### src/rtl/fbw_pkg.sv
package fbw_pkg;
  typedef struct packed {
    logic       storeByte;
    logic       latchBase;
    logic [2:0] byteIdx;
  } fbwStrb_t;
endpackage

### src/rtl/fbwDatapath.sv
module fbwDatapath
  import fbw_pkg::*;
#(
  parameter int ADDR_W = 10,
  parameter int BLK_BYTES = 8
) (
  input  logic                   clk,
  input  logic                   rstN,
  input  fbwStrb_t               strb,
  input  logic [ADDR_W-1:0]      wrAddr,
  input  logic [7:0]             wrData,
  input  logic                   holdIn,
  input  logic                   launchIn,
  output logic [ADDR_W-1:0]      pgmAddr,
  output logic [BLK_BYTES*8-1:0] pgmData
);
  logic [ADDR_W-1:0] baseReg;
  logic [BLK_BYTES*8-1:0] blockBuf;

  for (genvar g = 0; g < BLK_BYTES; g++) begin : gLane
    always_ff @(posedge clk) begin
      if (!rstN) blockBuf[g*8 +: 8] <= '0;
      else if (strb.storeByte && strb.byteIdx == 3'(g)) blockBuf[g*8 +: 8] <= wrData;
    end
  end

  always_ff @(posedge clk) begin
    if (!rstN) baseReg <= '0;
    else if (strb.latchBase) baseReg <= wrAddr;
  end

  assign pgmAddr = baseReg;
  assign pgmData = blockBuf;


  aligned_base_chk: assert property (@(posedge clk) disable iff (!rstN)
    launchIn |-> pgmAddr[2:0] == 3'b000);


  hold_buffer_chk: assert property (@(posedge clk) disable iff (!rstN)
    holdIn |=> $stable(blockBuf));
endmodule

### src/rtl/fbwControl.sv
module fbwControl
  import fbw_pkg::*;
#(
  parameter int PGM_CYCLES = 64,
  parameter int SAVE_LONG = 80,
  parameter int SAVE_SHORT = 54,
  localparam int MAXA = (PGM_CYCLES > SAVE_LONG) ? PGM_CYCLES : SAVE_LONG,
  localparam int MAXC = (MAXA > SAVE_SHORT) ? MAXA : SAVE_SHORT,
  localparam int TW = $clog2(MAXC + 1)
) (
  input  logic       clk,
  input  logic       rstN,
  input  logic       wrValid,
  input  logic [2:0] wrAddrLow,
  input  logic       saveReq,
  input  logic [1:0] saveMode,
  output fbwStrb_t   strb,
  output logic       busy,
  output logic       alignErr,
  output logic       overrun,
  output logic       pgmStart,
  output logic       saveStart,
  output logic [1:0] saveSel
);
  logic [2:0]    fillCnt;
  logic [TW-1:0] timer;
  logic          saveGo, wrTake, firstBad, wrStore, blockDone, overrunEvt;
  logic [TW-1:0] loadVal;

  always_comb begin
    saveGo     = saveReq && !busy && (saveMode != 2'b11);
    wrTake     = wrValid && !busy && !saveGo;
    firstBad   = wrTake && (fillCnt == 3'd0) && (wrAddrLow != 3'b000);
    wrStore    = wrTake && !firstBad;
    blockDone  = wrStore && (fillCnt == 3'd7);
    overrunEvt = (wrValid && !wrTake) || (saveReq && busy);
    strb.storeByte = wrStore;
    strb.latchBase = wrStore && (fillCnt == 3'd0);
    strb.byteIdx   = fillCnt;
    if (blockDone)                loadVal = TW'(PGM_CYCLES - 1);
    else if (saveMode == 2'b01)   loadVal = TW'(SAVE_SHORT - 1);
    else                          loadVal = TW'(SAVE_LONG - 1);
  end

  always_ff @(posedge clk) begin
    if (!rstN) begin
      fillCnt   <= '0;
      busy      <= 1'b0;
      timer     <= '0;
      alignErr  <= 1'b0;
      overrun   <= 1'b0;
      pgmStart  <= 1'b0;
      saveStart <= 1'b0;
      saveSel   <= 2'b00;
    end else begin
      if (wrStore) fillCnt <= fillCnt + 3'd1;
      if (blockDone || saveGo) begin
        busy  <= 1'b1;
        timer <= loadVal;
      end else if (busy) begin
        if (timer == '0) busy <= 1'b0;
        else timer <= timer - TW'(1);
      end
      alignErr  <= alignErr | firstBad;
      overrun   <= overrun | overrunEvt;
      pgmStart  <= blockDone;
      saveStart <= saveGo;
      saveSel   <= saveGo ? {~saveMode[0], ~saveMode[1]} : 2'b00;
    end
  end


  sticky_align_chk: assert property (@(posedge clk) disable iff (!rstN)
    alignErr |=> alignErr);


  sticky_overrun_chk: assert property (@(posedge clk) disable iff (!rstN)
    overrun |=> overrun);


  launch_pulse_chk: assert property (@(posedge clk) disable iff (!rstN)
    pgmStart |=> !pgmStart);


  save_busy_chk: assert property (@(posedge clk) disable iff (!rstN)
    saveStart |-> busy);


  null_save_chk: assert property (@(posedge clk) disable iff (!rstN)
    (saveReq && saveMode == 2'b11 && !busy && !wrValid) |=> (!busy && !saveStart));


  exclusive_cmd_chk: assert property (@(posedge clk) disable iff (!rstN)
    !(pgmStart && saveStart));
endmodule

### src/rtl/flashBlockWriter.sv
module flashBlockWriter
  import fbw_pkg::*;
#(
  parameter int ADDR_W = 10,
  parameter int PGM_CYCLES = 64,
  parameter int SAVE_LONG = 80,
  parameter int SAVE_SHORT = 54,
  localparam int BLK_BYTES = 8
) (
  input  logic                   clk,
  input  logic                   rstN,
  input  logic                   wrValid,
  input  logic [ADDR_W-1:0]      wrAddr,
  input  logic [7:0]             wrData,
  input  logic                   saveReq,
  input  logic [1:0]             saveMode,
  output logic [2:0]             status,
  output logic                   pgmStart,
  output logic [ADDR_W-1:0]      pgmAddr,
  output logic [BLK_BYTES*8-1:0] pgmData,
  output logic                   saveStart,
  output logic [1:0]             saveSel
);
  fbwStrb_t strb;
  logic busy, alignErr, overrun;

  fbwControl #(
    .PGM_CYCLES(PGM_CYCLES), .SAVE_LONG(SAVE_LONG), .SAVE_SHORT(SAVE_SHORT)
  ) uCtrl (
    .clk(clk), .rstN(rstN), .wrValid(wrValid), .wrAddrLow(wrAddr[2:0]),
    .saveReq(saveReq), .saveMode(saveMode), .strb(strb), .busy(busy),
    .alignErr(alignErr), .overrun(overrun), .pgmStart(pgmStart),
    .saveStart(saveStart), .saveSel(saveSel)
  );

  fbwDatapath #(.ADDR_W(ADDR_W), .BLK_BYTES(BLK_BYTES)) uData (
    .clk(clk), .rstN(rstN), .strb(strb), .wrAddr(wrAddr), .wrData(wrData),
    .holdIn(busy), .launchIn(pgmStart), .pgmAddr(pgmAddr), .pgmData(pgmData)
  );

  assign status = {overrun, busy, alignErr};
endmodule

### config.mk
export PLATFORM = sky130hd
export DESIGN_NAME = flashBlockWriter
export DESIGN_NICKNAME = d
export VERILOG_FILES = /design/src/rtl/fbw_pkg.sv /design/src/rtl/fbwDatapath.sv /design/src/rtl/fbwControl.sv /design/src/rtl/flashBlockWriter.sv
export SDC_FILE = /design/constraint.sdc
export NUM_CORES = 1
export LEC_CHECK = 0
export ABC_AREA = 1
export BUFFER_PORTS_ARGS = -buffer_cell sky130_fd_sc_hd__buf_4
export CORE_MARGIN = 2
export CORE_UTILIZATION = 58
export CTS_BUF_LIST = sky130_fd_sc_hd__clkbuf_8
export CTS_CLUSTER_SIZE = 20
export DETAILED_ROUTE_END_ITERATION = 8
export PLACE_DENSITY = 0.87
export SYNTH_ARGS = -nofsm -noshare
export SYNTH_HDL_FRONTEND = slang
export SYNTH_SLANG_ARGS = --single-unit
### constraint.sdc
create_clock -name clk -period 5.2 [get_ports clk]
set_input_delay 1.3 -clock clk [delete_from_list [all_inputs] [get_ports clk]]
set_output_delay 1.3 -clock clk [all_outputs]
set_load 0.03 [all_outputs]
==> results.toml, run 1 <==
[outcome]
outcome = "complete, no violations"

[placement]
place.detailed.hpwl_mm = 6.54
post_dp_cell_area_um2 = 4440
gp_congestion = 0.863
io_buffer_count = 104
dp.cells = 629

[critical_path]
arrival_ns = 3.03
worstPathRequired_ns = 5.45
cp-startpoint = "saveMode[1]"
r2r-start = "uCtrl.fillCnt[0]"
worst-path-max-fanout = 21
crit_path_start_kind = "primary input"
critical_path.reg2reg.endpoint = "uCtrl.timer[4]"
setup.worst_path.end_class = "flip-flop"
timing.reg2reg.setup_slack_ns = 2.60
timing_worst_setup_path_type = "primary input to flip-flop"
worst_reg_to_reg_path_cell_count = 10

[grt]
number_of_antenna_violations_at_the_first_check_in_global_routing = 0
grtUsageTotal_pct = 26.9
grt_pass1_wl_mm = 15.5
grt_max_degree = 72
grt_overflow = 0
grt_pass1_vias = 3293

[floorplanning]
floorplan.io_pins = 105
initial_utilization_pct = 59.6
site_rows = 29
fp.dieArea_um2 = 7110
die_w_um = 84.3
vert_die_dim_um = 84.3
design.core.area_um2 = 6280

[pwr]
worst_ir_drop_vdd_mv = 0.194
leakage_uw = 0.00204
pwr_density_cell_nw_per_um2 = 335

[sta]
hold_viol_final = 0
maxClockFrequency_ghz = 0.360
rsz_0062_raised_after_global_routing = "no"
skew_ns = 0.0150
slew_violations = 0
period_minus_slack_ns = 2.78
max_slew_margin_pct = 47.5
fin_setup_tns_ns = 0
setup_viols_final = 0
max_slew.worst_pin.slew_ns = 0.785
layout_worst_path_cycle_share_pct = 53.5

[logic_synthesis]
synth.distinct_cells = 26
ys.flop_type = "sky130_fd_sc_hd__dfxtp_1"
synth_seq_cells = 91
synth_edf_count = 0
post_syn_nets = 515
synth_seq_area_share_pct = 48.7
average_size_of_a_mapped_cell_um2 = 7.75
synth_warnings = 0
synth_async_sr_flop_share_pct = 0
synth_cells = 483
syn-cell-area_um2 = 3740

[drt]
drt-initial-drc-count = 300
wl_met2_mm = 4.61
dr.pass1.iters = 5
vias_per_cell = 5.57
drc_errors = 0
totalWireLength_mm = 9.63
antenna_left = 0
top_layer_used = "met4"
met3_length_um = 753
route.vias.total = 3591
avgRoutedWirePerCell_um = 14.9
detail_route.wirelength.met1_mm = 3.98

[clock_tree]
post-cts-setup-buffers = 0
cts_buffer_depth = 2
cts_made_buffers = 9
cts_tree = "done"
post_cts_hold_buffer_count = 0
clkLatencyLatePin_ns = 0.36
cts.clk_slew.worst_paths_ns = 0.09
cts_max_level = 3
cts-root-buf = "sky130_fd_sc_hd__clkbuf_8"
numClockSinks = 91
post_cts.resized_instances = 0

[min_path]
hold_path_startpoint = "uData.pgmAddr[1]"
hold_class = "flip-flop to flip-flop"
holdPathEnd = "uData.pgmAddr[1]"
hold-path-cell-count = 2

[final_layout]
final_util_pct = 74.7
flow.area_growth_from_synthesis_pct = 25.3
filler_cell_count = 494
final_net_count = 595
fraction_of_layout_instances_using_a_drive_strength_above_1_pct = 23.8
final_cell_count_no_fill = 645
final_cell_area_um2 = 4690
n_antenna_cell = 0

[job]
maxCapViolCount = 0
==> synthesized netlist by cell type (2+ instances only) <==
cell / number / share of area (%)
sky130_fd_sc_hd__o21ai_0: 3 / 0.40
sky130_fd_sc_hd__nand2_1: 101 / 10
sky130_fd_sc_hd__buf_2: 9 / 1.2
sky130_fd_sc_hd__buf_4: 5 / 1.0
sky130_fd_sc_hd__clkinv_1: 2 / 0.20
sky130_fd_sc_hd__nand2_4: 6 / 1.8
sky130_fd_sc_hd__inv_2: 2 / 0.20
sky130_fd_sc_hd__a21oi_1: 77 / 10
sky130_fd_sc_hd__nand4_1: 8 / 1.3
sky130_fd_sc_hd__clkbuf_2: 8 / 1.1
sky130_fd_sc_hd__nor2_1: 29 / 2.9
sky130_fd_sc_hd__nand3_1: 89 / 12
sky130_fd_sc_hd__ha_1: 8 / 2.7
sky130_fd_sc_hd__clkbuf_1: 11 / 1.1
sky130_fd_sc_hd__buf_1: 2 / 0.20
sky130_fd_sc_hd__dfxtp_1: 91 / 49
sky130_fd_sc_hd__inv_1: 23 / 2.3
==> cells in the final DEF, fill, tap and decap left out <==
master	n
sky130_fd_sc_hd__clkinv_1	2
sky130_fd_sc_hd__nand3_1	89
sky130_fd_sc_hd__ha_1	8
sky130_fd_sc_hd__nand4_1	8
sky130_fd_sc_hd__nor2_8	1
sky130_fd_sc_hd__clkbuf_8	9
sky130_fd_sc_hd__nor3_1	1
sky130_fd_sc_hd__inv_1	23
sky130_fd_sc_hd__dfxtp_1	91
sky130_fd_sc_hd__nand2_2	1
sky130_fd_sc_hd__inv_2	2
sky130_fd_sc_hd__inv_6	2
sky130_fd_sc_hd__nand2_4	6
sky130_fd_sc_hd__nand2_1	101
sky130_fd_sc_hd__inv_4	1
sky130_fd_sc_hd__buf_4	105
sky130_fd_sc_hd__nor2_1	29
sky130_fd_sc_hd__nand3_4	1
sky130_fd_sc_hd__a21oi_1	77
sky130_fd_sc_hd__o21ai_0	3
sky130_fd_sc_hd__clkinvlp_4	2
sky130_fd_sc_hd__xnor2_1	1
sky130_fd_sc_hd__bufinv_16	3
sky130_fd_sc_hd__nor2_4	1
sky130_fd_sc_hd__nand3_2	1
==> critical path: stages <==
cell and delay, ns:
sky130_fd_sc_hd__buf_4 0.09, sky130_fd_sc_hd__nand2_1 0.06, sky130_fd_sc_hd__nand3_2 0.23, sky130_fd_sc_hd__nand4_1 0.68
sky130_fd_sc_hd__nand3_1 0.37, sky130_fd_sc_hd__inv_1 0.12, sky130_fd_sc_hd__nor2_1 0.12, sky130_fd_sc_hd__nor2_1 0.05
==> state kept, by name, summed over array words and instances, names as in the netlist <==
register         count
uCtrl.alignErr       1
uCtrl.busy           1
uCtrl.fillCnt        3
uCtrl.overrun        1
uCtrl.pgmStart       1
uCtrl.saveSel        2
uCtrl.saveStart      1
uCtrl.timer          7
uData.pgmAddr       10
uData.pgmData       64
==> where the power goes <==
group          internal, µW  switching, µW
clock                   322            251
sequential              721           20.0
combinational          80.2            176
==> worst max-delay path by stage <==
stage	to	slack [ns]
2_1_floorplan	uData.pgmData[16]	2.91
3_3_place_gp	uData.pgmAddr[5]	2.14
3_5_place_dp	uCtrl.timer[1]	2.07
4_1_cts	uCtrl.timer[1]	2.44
5_1_grt	uCtrl.timer[4]	2.23
6_report	uCtrl.timer[1]	2.42
==> kinds of logic (layout without fill, tap and decap cells) <==
family,after synthesis,count (layout),share of synthesized area (%)
AND/OR/NAND/NOR,239,239,30.0
flip-flops,91,91,48.7
AO/OA/AOI/OAI,80,80,10.7
buffers and inverters,64,149,7.76
adder cells (fa/ha/maj),8,8,2.67
XOR/XNOR,1,1,0.234
==> layer usage <==
layer / track usage, % / up-vias
met1: 33.8 / 1647
met3: 5.11 / 29
met2: 44.2 / 168
met4: 13.9 / 0
li1: - / 1747
met5: 0 / -
==> per-stage QoR <==
step                      hold WS, ns  power, µW  setup WS, ns
after global routing            0.468       1630          2.23
after floorplan                 0.441        946          2.91
after global placement          0.430       1000          2.14
after CTS                       0.447       1570          2.44
after detailed placement        0.433       1010          2.07
final                           0.444       1570          2.42
==> final cells by class <==
| class | count | area (µm²) | area share, % |
|---|---|---|---|
| multi-input combinational | 328 | 1630 | 34.8 |
| clock buffer | 9 | 124 | 2.64 |
| tap | 77 | 96.3 | 2.05 |
| inverter | 28 | 108 | 2.29 |
| timing repair buffer | 105 | 788 | 16.8 |
| sequential | 91 | 1820 | 38.8 |
| clock inverter | 7 | 123 | 2.61 |
Power figures use the tool's default switching activity.
==> run 2, diff against run 1 <==
--- a/config.mk
+++ b/config.mk
@@ -8,11 +8,11 @@
 export ABC_AREA = 1
 export BUFFER_PORTS_ARGS = -buffer_cell sky130_fd_sc_hd__buf_4
 export CORE_MARGIN = 2
-export CORE_UTILIZATION = 58
+export CORE_UTILIZATION = 54
 export CTS_BUF_LIST = sky130_fd_sc_hd__clkbuf_8
 export CTS_CLUSTER_SIZE = 20
 export DETAILED_ROUTE_END_ITERATION = 8
-export PLACE_DENSITY = 0.87
+export PLACE_DENSITY = 0.82
 export SYNTH_ARGS = -nofsm -noshare
 export SYNTH_HDL_FRONTEND = slang
 export SYNTH_SLANG_ARGS = --single-unit
==> constraint.sdc (replaced) <==
create_clock -name clk -period 2.58 [get_ports clk]
set_input_delay 0.645 -clock clk [delete_from_list [all_inputs] [get_ports clk]]
set_output_delay 0.645 -clock clk [all_outputs]
set_load 0.03 [all_outputs]
==> run 2 against run 1 <==
  * Count of clock-buffer cells in the layout rose by 1
  * Wire length rose by 4.0%
  * Critical endpoint is now uData.pgmData[1]
  * Hold slack improved by 0.012 ns
  * Combinational power rose by 100%
  * Critical path type is now flip-flop to flip-flop
  * Largest cell class unchanged
  * Flip-flop and latch count did not move
  * Utilization fell by 4.2 points
  * Global-route usage fell by 0.40 points
  * Via count rose by 0.86%
  * Cell count rose by 1.4%
==> results.toml, run 2 (synthesized netlist as in run 1, its figures left out) <==
[final_layout]
fraction_of_layout_instances_using_a_drive_strength_above_1_pct = 24.6
flow.area_growth_from_synthesis_pct = 27.4
final_cell_area_um2 = 4770
layout.cells.most_common_list = "sky130_fd_sc_hd__buf_4 (111), sky130_fd_sc_hd__nand2_1 (101), sky130_fd_sc_hd__dfxtp_1 (91), sky130_fd_sc_hd__nand3_1 (89), sky130_fd_sc_hd__a21oi_1 (77)"
n_antenna_cell = 0
layout_commonest_cell = "sky130_fd_sc_hd__buf_4"
final_util_pct = 70.6
largest_reg_flops = 64
final_net_count = 601

[drt]
drt-initial-drc-count = 228
drc_errors = 0
antenna_left = 0
dr.pass1.iters = 6
route.vias.total = 3622
avgRoutedWirePerCell_um = 15.3
vias_per_cell = 5.54
totalWireLength_mm = 10.0

[clock_tree]
numClockSinks = 91
cts.clk_slew.worst_paths_ns = 0.09
post_cts_hold_buffer_count = 0
cts_made_buffers = 9
post-cts-setup-buffers = 0
cts_max_level = 3
post_cts.resized_instances = 0
cts_buffer_depth = 2
cts_tree = "done"
cts-root-buf = "sky130_fd_sc_hd__clkbuf_8"
clkLatencyLatePin_ns = 0.35

[pwr]
post-layout-total-power_uw = 3280
leakage_uw = 0.00208
worst_ir_drop_vdd_mv = 0.339
pwr_density_cell_nw_per_um2 = 689

[floorplanning]
design.core.area_um2 = 6760
initial_utilization_pct = 55.4
die_w_um = 87.3
floorplan.io_pins = 105
site_rows = 30
vert_die_dim_um = 87.3
fp.dieArea_um2 = 7610

[sta]
period_minus_slack_ns = 2.27
maxClockFrequency_ghz = 0.440
fin_setup_tns_ns = 0
hold_viol_final = 0
layout_worst_path_cycle_share_pct = 88.2
setup_viols_final = 0
max_slew.worst_pin.slew_ns = 0.671
slew_violations = 0
max_slew_margin_pct = 55.1
rsz_0062_raised_after_global_routing = "no"
skew_ns = 0.00783
setup_slack_ns = 0.305

[critical_path]
cp-startpoint = "uCtrl.fillCnt[1]"
worstPathCellList = "inv_1 -> ha_1 -> inv_2 -> nor2_8 -> nand2_2 -> nand3_4 -> inv_4 -> buf_4 -> nand3_1 -> a21oi_1"
r2r-start = "uCtrl.fillCnt[1]"
cp_slowest_cell = "sky130_fd_sc_hd__dfxtp_1"
critical_path.max_stage_delay_ns = 0.38
worst-path-max-fanout = 39
arrival_ns = 2.56
timing_worst_setup_path_type = "flip-flop to flip-flop"
crit_path_start_kind = "flip-flop"
path_delay_family = "buffers and inverters"
setup.worst_path.end_class = "flip-flop"
cp.buffers_inverters = 4
worstPathRequired_ns = 2.87

[placement]
pre_cts_slack_ns = 0.358
gp_congestion = 0.819
post_dp_cell_area_um2 = 4490
io_buffer_count = 104
place.detailed.hpwl_mm = 6.86

[grt]
grt_pass1_vias = 3229
grt_max_degree = 45
grt_overflow = 0
grt_pass1_wl_mm = 15.9
grtUsageTotal_pct = 26.5
number_of_antenna_violations_at_the_first_check_in_global_routing = 0

[job]
maxCapViolCount = 0

[min_path]
hold_path_startpoint = "uData.pgmAddr[1]"
hold_class = "flip-flop to flip-flop"

[outcome]
outcome = "complete, no violations"
## run 2: cell count changes in the layout (fill, tap and decap cells not counted)
cell	change
sky130_fd_sc_hd__buf_4	+6
sky130_fd_sc_hd__clkinv_4	+1
sky130_fd_sc_hd__clkbuf_8	+1
sky130_fd_sc_hd__clkinvlp_4	-1
sky130_fd_sc_hd__inv_6	-2
sky130_fd_sc_hd__bufinv_16	+1
## run 2: routing by layer
metal / vias up / track usage [%] / share of wire, %
li1: 1765 / - / -
met1: 1683 / 36.2 / 42
met2: 151 / 42.5 / 49
met3: 23 / 3.89 / 6.0
met4: 0 / 10.2 / 2.1
met5: - / 0 / 0
## run 2: area by class of cell
cell class              instances  area [µm²]
fillers                       560        1990
clock inverters                 6         136
flip-flops and latches         91        1820
clock buffers                  10         138
multi-input cells             328        1630
inverters                      28         108
well taps                      80         100
repair buffers                111         833
## run 2: per-stage QoR
step	instances	hold slack (ns)
finish	654	0.456
global route	654	0.463
CTS	654	0.461
detailed placement	638	0.448
global placement	638	0.427
floorplan	483	0.441
## run 2: worst paths after layout
path | end | slack (ns) | depth (start not counted)
worst min register to register | uData.pgmAddr[1] | 0.46 | 2
worst max-delay path | uData.pgmData[1] | 0.31 | 10
worst max register to register | uData.pgmData[1] | 0.31 | 10
worst min-delay path | uData.pgmAddr[1] | 0.46 | 2
## run 2: worst min-delay path, stage by stage, from the launching register on
cell	delay, ns
sky130_fd_sc_hd__dfxtp_1	0.32
sky130_fd_sc_hd__nand2_1	0.07
sky130_fd_sc_hd__nor2_1	0.04
## run 2: power by group
group | internal [µW] | switching [µW] | total, µW
clock network | 769 | 503 | 1270
registers | 1450 | 41.1 | 1490
logic | 171 | 347 | 517
total | 2390 | 891 | 3280
==> run 3, diff against run 2 <==
--- a/config.mk
+++ b/config.mk
@@ -7,12 +7,14 @@
 export LEC_CHECK = 0
 export ABC_AREA = 1
 export BUFFER_PORTS_ARGS = -buffer_cell sky130_fd_sc_hd__buf_4
+export CELL_PAD_IN_SITES_DETAIL_PLACEMENT = 1
+export CELL_PAD_IN_SITES_GLOBAL_PLACEMENT = 1
 export CORE_MARGIN = 2
-export CORE_UTILIZATION = 54
+export CORE_UTILIZATION = 38
 export CTS_BUF_LIST = sky130_fd_sc_hd__clkbuf_8
 export CTS_CLUSTER_SIZE = 20
 export DETAILED_ROUTE_END_ITERATION = 8
-export PLACE_DENSITY = 0.82
+export PLACE_DENSITY_LB_ADDON = 0.1
 export SYNTH_ARGS = -nofsm -noshare
 export SYNTH_HDL_FRONTEND = slang
 export SYNTH_SLANG_ARGS = --single-unit
==> run 3 against run 2 <==
  * Setup slack got worse by 0.072 ns
  * Critical endpoint is now uData.pgmData[5]
  * Via count down 1.2%
  * Sequential share of layout area is 0.30 points lower
  * Hold slack worse by 0.013 ns
  * Highest routed layer unchanged
  * Cell count grew 8.4%
  * Global-route usage shrank 5.2 points
  * Critical path depth did not move
  * Maximum frequency fell by 3.1%
  * Non-clock buffer count up 2
==> results.toml, run 3 (synthesized netlist as in run 1, its figures left out) <==
[sta]
fin_setup_tns_ns = 0
layout_worst_path_cycle_share_pct = 91.0
setup_viols_final = 0
maxClockFrequency_ghz = 0.426
max_slew_margin_pct = 52.6
setup_slack_ns = 0.233
slew_violations = 0
skew_ns = 0.00491
hold_viol_final = 0
max_slew.worst_pin.slew_ns = 0.708
period_minus_slack_ns = 2.35
rsz_0062_raised_after_global_routing = "no"

[final_layout]
layout_commonest_cell = "sky130_fd_sc_hd__buf_4"
fraction_of_layout_instances_using_a_drive_strength_above_1_pct = 24.8
layout.cells.most_common_list = "sky130_fd_sc_hd__buf_4 (112), sky130_fd_sc_hd__nand2_1 (101), sky130_fd_sc_hd__dfxtp_1 (91), sky130_fd_sc_hd__nand3_1 (89), sky130_fd_sc_hd__a21oi_1 (77)"
final_net_count = 603
n_antenna_cell = 0
final_util_pct = 49.6
flow.area_growth_from_synthesis_pct = 28.4
final_cell_count_no_fill = 709
largest_reg_flops = 64

[pwr]
leakage_uw = 0.00207
post-layout-total-power_uw = 3090
seq_power_share_pct = 48.4
power.share.switching_pct = 29.9
power_frac_clock_pct = 34.6
internal_power_uw = 2160
pwr_density_cell_nw_per_um2 = 643
comb_power_share_pct = 17.1
worst_ir_drop_vdd_mv = 0.272
netSwitchingPower_uw = 925

[critical_path]
arrival_ns = 2.60
setup.worst_path.end_class = "flip-flop"
timing_worst_setup_path_type = "flip-flop to flip-flop"
crit_path_start_kind = "flip-flop"
worst-path-max-fanout = 71
worstPathRequired_ns = 2.83

[drt]
avgRoutedWirePerCell_um = 15.9
dr.pass1.iters = 4
vias_per_cell = 5.05
route.vias.total = 3579
drc_errors = 0
antenna_left = 0
drt-initial-drc-count = 97
totalWireLength_mm = 11.3

[clock_tree]
cts.clk_slew.worst_paths_ns = 0.09
clkLatencyLatePin_ns = 0.38
cts_buffer_depth = 2
cts_max_level = 3
post_cts_hold_buffer_count = 0
numClockSinks = 91
cts_made_buffers = 9
cts-root-buf = "sky130_fd_sc_hd__clkbuf_8"
cts_tree = "done"

[floorplanning]
initial_utilization_pct = 38.6
die_w_um = 103
site_rows = 36
fp.dieArea_um2 = 10700
floorplan.io_pins = 105
vert_die_dim_um = 103
design.core.area_um2 = 9680

[grt]
number_of_antenna_violations_at_the_first_check_in_global_routing = 0
grt_pass1_vias = 3369
grt_pass1_wl_mm = 17.3
grt_overflow = 0
grt_max_degree = 72
grtUsageTotal_pct = 21.4

[placement]
place.detailed.hpwl_mm = 7.82
dp.cells = 688
gp_congestion = 0.769
pre_cts_slack_ns = 0.0979
io_buffer_count = 104

[outcome]
outcome = "complete, no violations"

[min_path]
hold_class = "primary input to flip-flop"

[job]
maxCapViolCount = 0
==> run 3: layout make-up <==
class,instances,area [µm²]
fillers,1248,4880
flip-flops and latches,91,1820
multi-input cells,328,1630
repair buffers,113,861
well taps,133,166
clock buffers,9,124
inverters,28,110
clock inverters,7,91.3
==> run 3: through the flow <==
step | area [µm²] | hold slack (ns)
final | 4800 | 0.443
after global routing | 4800 | 0.437
after CTS | 4760 | 0.431
after detailed placement | 4550 | 0.454
after global placement | 4550 | 0.431
after floorplan | 3740 | 0.441
==> run 3: repair_timing <==
| item | CTS | global route |
|---|---|---|
| hold endpoints to repair | 0 | 0 |
| gates resized for setup | 0 | 1 |
| setup buffers | 0 | 5 |
| setup endpoints to repair | 0 | 21 |
==> run 3: worst paths after layout <==
check / end / start / cells after the start / slack [ns]
hold reg to reg: uData.pgmData[10] / uData.pgmData[10] / 2 / 0.47
setup / recovery: uData.pgmData[5] / uCtrl.fillCnt[0] / 10 / 0.23
hold / removal: uCtrl.saveSel[0] / saveMode[1] / 2 / 0.44
setup reg to reg: uData.pgmData[5] / uCtrl.fillCnt[0] / 10 / 0.23
==> run 3: worst max-delay path, cell delays in order (launching register included) <==
cell and delay [ns]:
sky130_fd_sc_hd__dfxtp_1 0.38, sky130_fd_sc_hd__inv_1 0.10, sky130_fd_sc_hd__ha_1 0.33, sky130_fd_sc_hd__inv_2 0.14, sky130_fd_sc_hd__nor2_8 0.08, sky130_fd_sc_hd__nand2_2 0.14, sky130_fd_sc_hd__nand3_4 0.14, sky130_fd_sc_hd__inv_6 0.44
sky130_fd_sc_hd__nand2_4 0.27, sky130_fd_sc_hd__nand2_1 0.13, sky130_fd_sc_hd__a21oi_1 0.06
==> run 3: per-layer routing <==
| metal | share of wire [%] | wire length (µm) | GRT usage (%) | up-vias |
|---|---|---|---|---|
| li1 | - | - | - | 1767 |
| met5 | 0 | 0 | 0 | - |
| met1 | 45 | 5120 | 27.7 | 1707 |
| met2 | 48 | 5390 | 35.1 | 89 |
| met3 | 5.1 | 578 | 4.50 | 16 |
| met4 | 1.6 | 185 | 8.20 | 0 |
==> run 3: power groups by stage <==
stage | Combinational (µW) | Clock [µW] | Sequential (µW)
after global placement | 507 | 0 | 1520
after CTS | 531 | 1100 | 1490
final | 527 | 1070 | 1490
after floorplan | 356 | 0 | 1550
after global routing | 583 | 1160 | 1500
after detailed placement | 528 | 0 | 1530
